===== src/rtl/spm_pkg.sv =====
package spm_pkg;
  // Returns 1 when pad idx is taken over as an LCD common at the given depth.
  function automatic logic is_claimed(input int idx, input int coms,
                                      input int pin_a, input int pin_b,
                                      input int depth_a, input int depth_b);
    return ((idx == pin_a) && (coms >= depth_a)) ||
           ((idx == pin_b) && (coms >= depth_b));
  endfunction

  // Data view bit of one pad: segment pads read 0, outputs read the driven value.
  function automatic logic view_bit(input logic lcd, input logic dir,
                                    input logic dout, input logic synced);
    if (lcd) return 1'b0;
    return dir ? dout : synced;
  endfunction
endpackage


===== src/rtl/spm_sync.sv =====
module spm_sync #(
  parameter int W = 1
) (
  input  logic         clk,
  input  logic         rst_n,
  input  logic [W-1:0] d,
  output logic [W-1:0] q
);
  logic [W-1:0] stage1;
  always_ff @(posedge clk or negedge rst_n) begin
    if (!rst_n) begin
      stage1 <= '0;
      q      <= '0;
    end else begin
      stage1 <= d;
      q      <= stage1;
    end
  end
endmodule


===== src/rtl/spm_regs.sv =====
module spm_regs #(
  parameter int N = 32
) (
  input  logic         clk,
  input  logic         rst_n,
  input  logic         wr,
  input  logic [1:0]   addr,
  input  logic [N-1:0] wdata,
  output logic [N-1:0] mode_q,
  output logic [N-1:0] dir_q,
  output logic [N-1:0] dout_q
);
  always_ff @(posedge clk or negedge rst_n) begin
    if (!rst_n) begin
      mode_q <= '0;
      dir_q  <= '0;
      dout_q <= '0;
    end else if (wr) begin
      case (addr)
        2'd0:    mode_q <= wdata;
        2'd1:    dir_q  <= wdata;
        2'd2:    dout_q <= wdata;
        default: ;
      endcase
    end
  end
endmodule


===== src/rtl/spm_pin_cell.sv =====
module spm_pin_cell #(
  parameter int LVL_W = 2
) (
  input  logic             claimed,
  input  logic [LVL_W-1:0] claim_lvl,
  input  logic             mode,
  input  logic             dir,
  input  logic             dout,
  input  logic [LVL_W-1:0] seg_lvl,
  input  logic             synced,
  output logic             oe,
  output logic             dout_pad,
  output logic             seg_en,
  output logic [LVL_W-1:0] lvl,
  output logic             view
);
  logic lcd;
  always_comb begin
    lcd      = claimed | mode;
    seg_en   = lcd;
    oe       = ~lcd & dir;
    dout_pad = oe & dout;
    if (claimed)   lvl = claim_lvl;
    else if (mode) lvl = seg_lvl;
    else           lvl = '0;
    view     = spm_pkg::view_bit(lcd, dir, dout, synced);
  end
endmodule


===== src/rtl/shared_pin_mux.sv =====
module shared_pin_mux #(
  parameter int N_PINS   = 32,
  parameter int LVL_W    = 2,
  parameter int DEPTH_W  = 3,
  parameter int EVT_BASE = 2,
  parameter int EVT_N    = 10,
  parameter int CLAIM_A  = 27,
  parameter int CLAIM_B  = 26,
  parameter int DEPTH_A  = 5,
  parameter int DEPTH_B  = 6,
  localparam int EVT_W   = EVT_N + 1
) (
  input  logic                    clk,
  input  logic                    rst_n,
  input  logic                    bus_wr,
  input  logic [1:0]              bus_addr,
  input  logic [N_PINS-1:0]       bus_wdata,
  output logic [N_PINS-1:0]       bus_rdata,
  input  logic [DEPTH_W-1:0]      lcd_coms,
  input  logic [N_PINS*LVL_W-1:0] seg_lvl,
  input  logic [LVL_W-1:0]        com_lvl_a,
  input  logic [LVL_W-1:0]        com_lvl_b,
  input  logic [N_PINS-1:0]       pad_di,
  input  logic                    btn_di,
  output logic [N_PINS-1:0]       pad_oe,
  output logic [N_PINS-1:0]       pad_do,
  output logic [N_PINS-1:0]       pad_seg_en,
  output logic [N_PINS*LVL_W-1:0] pad_lvl,
  output logic [EVT_W-1:0]        evt_out
);
  logic [N_PINS-1:0] mode_q, dir_q, dout_q;
  logic [N_PINS-1:0] pad_sync, view_w, claim_w;
  logic              btn_sync;

  spm_regs #(.N(N_PINS)) u_regs (
    .clk(clk), .rst_n(rst_n), .wr(bus_wr), .addr(bus_addr), .wdata(bus_wdata),
    .mode_q(mode_q), .dir_q(dir_q), .dout_q(dout_q)
  );

  spm_sync #(.W(N_PINS)) u_pad_sync (
    .clk(clk), .rst_n(rst_n), .d(pad_di), .q(pad_sync)
  );

  spm_sync #(.W(1)) u_btn_sync (
    .clk(clk), .rst_n(rst_n), .d(btn_di), .q(btn_sync)
  );

  for (genvar i = 0; i < N_PINS; i++) begin : g_pin
    logic [LVL_W-1:0] claim_lvl;
    assign claim_w[i] = spm_pkg::is_claimed(i, int'(lcd_coms), CLAIM_A, CLAIM_B,
                                             DEPTH_A, DEPTH_B);
    assign claim_lvl  = (i == CLAIM_A) ? com_lvl_a : com_lvl_b;
    spm_pin_cell #(.LVL_W(LVL_W)) u_cell (
      .claimed(claim_w[i]), .claim_lvl(claim_lvl), .mode(mode_q[i]),
      .dir(dir_q[i]), .dout(dout_q[i]), .seg_lvl(seg_lvl[i*LVL_W +: LVL_W]),
      .synced(pad_sync[i]), .oe(pad_oe[i]), .dout_pad(pad_do[i]),
      .seg_en(pad_seg_en[i]), .lvl(pad_lvl[i*LVL_W +: LVL_W]), .view(view_w[i])
    );
  end

  assign evt_out = {btn_sync, pad_sync[EVT_BASE +: EVT_N]};

  always_comb begin
    case (bus_addr)
      2'd0:    bus_rdata = mode_q;
      2'd1:    bus_rdata = dir_q;
      2'd2:    bus_rdata = view_w;
      default: bus_rdata = '0;
    endcase
  end
endmodule


===== config.mk =====
export PLATFORM = sky130hd
export DESIGN_NAME = shared_pin_mux
export DESIGN_NICKNAME = d
export VERILOG_FILES = /design/src/rtl/spm_pkg.sv /design/src/rtl/spm_sync.sv /design/src/rtl/spm_regs.sv /design/src/rtl/spm_pin_cell.sv /design/src/rtl/shared_pin_mux.sv
export SDC_FILE = /design/constraint.sdc
export NUM_CORES = 1
export LEC_CHECK = 0
export ABC_AREA = 1
export BUFFER_PORTS_ARGS = -buffer_cell sky130_fd_sc_hd__buf_4
export CAP_MARGIN = 20
export CORE_MARGIN = 3
export CORE_UTILIZATION = 49
export CTS_BUF_LIST = sky130_fd_sc_hd__clkbuf_8 sky130_fd_sc_hd__clkbuf_16
export DETAILED_ROUTE_END_ITERATION = 16
export PLACE_DENSITY = 0.82
export SYNTH_ARGS = -nofsm -noshare
export SYNTH_HDL_FRONTEND = slang
export SYNTH_SLANG_ARGS = --single-unit

===== constraint.sdc =====
create_clock -name clk -period 1.1 [get_ports clk]
set_input_delay 0.11 -clock clk [delete_from_list [all_inputs] [get_ports clk]]
set_output_delay 0.11 -clock clk [all_outputs]
set_load 0.05 [all_outputs]

==> Implementation_results.wiki <==
{| class="wikitable"
! Metric !! Value
|-
| DR vias/cell || approximately 6.3
|-
| Remaining antenna violation count || 0
|-
| I/O pins || around 340
|-
| Critical Path Source Type || register
|-
| Clock tree root buffer cell || clkbuf_16
|-
| Met1 Routed Length || between 10000 and 15000 µm
|-
| Leakage || slightly above 8 nW
|-
| Effective utilization at floorplan || between 50% and 60%
|-
| Total length of routed met3 wires || 6500 µm
|-
| Post-synthesis net count || about 1200
|-
| Data arrival time of the critical path || roughly 1.6 ns
|-
| Synth top cells by count || nand2_1, dfrtp_1, inv_1
|-
| Total number of nets in the final design || roughly 1600
|-
| Main flop type after synthesis || dfrtp_1
|-
| Clock edge transition at the registers on the reported setup and hold paths || ~0.070 ns
|-
| Placed wire-length estimate || 16600 µm
|-
| Count of unique library cells instantiated by Yosys || 21
|-
| Peak supply drop || about 1.5 mV
|-
| Sequential cell area fraction in the yosys report || between 40 and 50%
|-
| Clock Skew || 0.0108 ns
|-
| Violation count after the first detailed-route iteration || between 1500 and 2000
|-
| Horizontal die dimension || approximately 140 µm
|-
| Non-filler instance count after layout || 1721
|-
| Wire length per cell || ~29 µm
|-
| Headroom to the max-slew limit || around 75%
|-
| Synth Area per Inst || 8.03 µm²
|-
| Classification of the worst setup path || reg2out
|-
| Sum of routed wire length over all layers || ~50000 µm
|-
| Aggregate global routing overflow || 0
|-
| Clock tree from TritonCTS || built
|-
| Placed cell count || about 1500
|-
| Final RePlAce weighted congestion || a little over 0.8
|-
| Final Hold Vio Count || 0
|-
| Main area contributors after synthesis || dfrtp_1, nand2_1, buf_4
|-
| Final cycle utilization of the critical path || 159%
|-
| Final slew viol count || 0
|-
| Largest net degree at the start of global routing || 65
|-
| Critical Path Sink Type || primary output
|-
| Setup violations, final || around 200
|-
| Initial antenna violation count || 2
|-
| Number of synthesized flops with an enable pin || 0
|-
| Remaining routing DRC violations || 0
|-
| Chip height || about 140 µm
|-
| Number of register bits inferred by synthesis || roughly 160
|-
| Failing checks || negative setup slack
|-
| Largest area contributor in the netlist || dfrtp_1
|-
| Delay of the slowest cell on the worst path || 0.46 ns
|-
| Worst endpoint required time || ~0.99 ns
|-
| Wire length of the first global-routing pass || about 52000 µm
|-
| Unrepaired setup endpoints after global routing || true
|-
| Max-cap violation count || 0
|-
| Clock latency at the later pin of the worst-skew pair || ~0.43 ns
|-
| Floorplan Core Area || between 0.015 and 0.02 mm²
|-
| Run status || complete, but fails checks
|-
| Post-route setup slack || -0.654 ns
|-
| Row Count || 46
|-
| Number of buffers between clock root and the deepest sink || 2
|-
| Pwr Total || between 0.02 and 0.03 W
|-
| Max Freq || ~570 MHz
|-
| Cell breakdown of the critical path || inv_2, nand2_1, nand2_1, nand3_1, nand3_2, buf_8
|-
| Warning count from the yosys run || 0
|-
| Most repeated library cell on the critical path || nand2_1
|-
| Number of cell instances on the worst register-to-register path || 4
|-
| Slowest stage cell, crit path || dfrtp_2
|-
| Synth-to-Final Area Change || 89.3%
|-
| Number of sinks handled by clock tree synthesis || 162
|-
| Share of flip-flops with an asynchronous set or reset after synthesis || 100%
|-
| Max Used Layer || met4
|-
| CTS buffer count || 17
|-
| Highest net fanout along the worst path || 5
|-
| Fraction of layout instances using a drive strength above 1 || 62.9%
|-
| DIE AREA || approximately 0.018 mm²
|-
| Post-synthesis cell area || 0.00822 mm²
|-
| Period minus WS final || about 1.8 ns
|-
| Max H-tree Level || 4
|-
| Cell with the most instances after synthesis || nand2_1
|-
| Post-synthesis instance total || around 1000
|-
| Input/output buffers || 343
|-
| Power per standard cell area || 1750 mW/mm²
|-
| Vias post-DR || ~11000
|-
| Path category of the worst min-delay check || in2async
|-
| Worst-Margin Slew || between 0.3 and 0.4 ns
|-
| Via count of the first global-routing pass || 9858
|-
| Length of the first detailed-routing pass in iterations || 6
|-
| Portion of synthesized cell area occupied by the leading cell type || around half
|-
| Total Routing Usage GR || a little under two fifths
|-
| Metal2 WL || roughly 23000 µm
|}
## per-layer routing
layer,global-route usage [%],vias to the layer above
met2,64.3,1340
met5,0,-
li1,-,3949
met4,25.5,0
met1,36.8,4972
met3,12.8,559
## final timing paths
path                                 startpoint                    end  slack [ns]
min in group clk                         bus_wr       u_regs.dir_q[24]        0.12
max in group asynchronous                 rst_n       u_regs.mode_q[6]        0.37
min reg2reg                u_pad_sync.stage1[2]        u_pad_sync.q[2]        0.35
min                                       rst_n  u_pad_sync.stage1[17]        0.12
max                             u_regs.dir_q[6]           bus_rdata[6]       -0.65
max reg2reg                   u_regs.mode_q[20]      u_regs.mode_q[20]        0.02
## final cells by class
type                       instances  area [µm²]
multi-input combinational        565        3540
inverter                         163         617
clock buffer                      18         439
tap                              216         270
sequential                       162        4120
fill                             329         601
timing repair buffer             582        6420
antenna                            2        5.00
clock inverter                    13         161
## repair_timing
item                                    4_1_cts  5_1_grt
pin swaps                                    29       54
buffers inserted                             63       90
endpoints found under the setup margin      202      203
hold buffers                                 66        0
hold endpoints to repair                    270        0
gates resized for setup                     497      339
## cells by family after synthesis
group	after synthesis	synth area share, %
AOI/OAI and AO/OA	102	7.67
buffers and inverters	297	19.6
DFF	162	49.3
and+or+nand+nor	463	23.5
## power by group
group	leakage (nW)	total (W)	internal [W]	switching, W
sequential	1.91	0.00789	0.00670	0.00119
combinational	5.89	0.0130	0.00539	0.00758
clock	0.302	0.00633	0.00363	0.00270
## sequential cells by signal, summed over array words and instances, names as in the netlist
signal,count
u_regs.dir_q,32
u_pad_sync.stage1,32
u_btn_sync.stage1,1
u_btn_sync.q,1
u_pad_sync.q,32
u_regs.mode_q,32
u_regs.dout_q,32
## critical path, delay by kind of cell, from the launching register on
kind | cells | cell delay, ns
DFF | 1 | 0.46
and+or+nand+nor | 4 | 0.52
buffers and inverters | 2 | 0.24
## per-stage QoR
step / cell area (µm²) / hold slack, ns / setup slack (ns) / util (%) / setup TNS (ns)
after floorplan: 8390 / -0.186 / -0.159 / - / -0.159
after global placement: 10600 / -0.0131 / -0.0473 / 65.8 / -0.594
after detailed placement: 10600 / -0.0109 / -0.0657 / 65.8 / -1.58
after CTS: 13900 / 0.0752 / -0.405 / 85.9 / -48.27
after global routing: 15600 / 0.114 / -0.764 / 96.3 / -68.68
final: 15600 / 0.118 / -0.654 / 96.3 / -65.42
## layout by cell type (no fill, tap or decap), drive strengths merged
master | synthesis | layout
nor3b | 1 | 1
nand3b | 1 | 1
bufinv | 0 | 3
and3 | 30 | 30
o21ai | 100 | 100
a21oi | 2 | 2
dlygate4sd3 | 0 | 66
dfrtp | 162 | 162
clkbuf | 1 | 18
nand3 | 60 | 60
inv | 163 | 166
buf | 133 | 516
nor2 | 39 | 39
nand2 | 332 | 332
clkinv | 0 | 7
diode | 0 | 2
No activity file was read; power rests on OpenSTA's default activity.
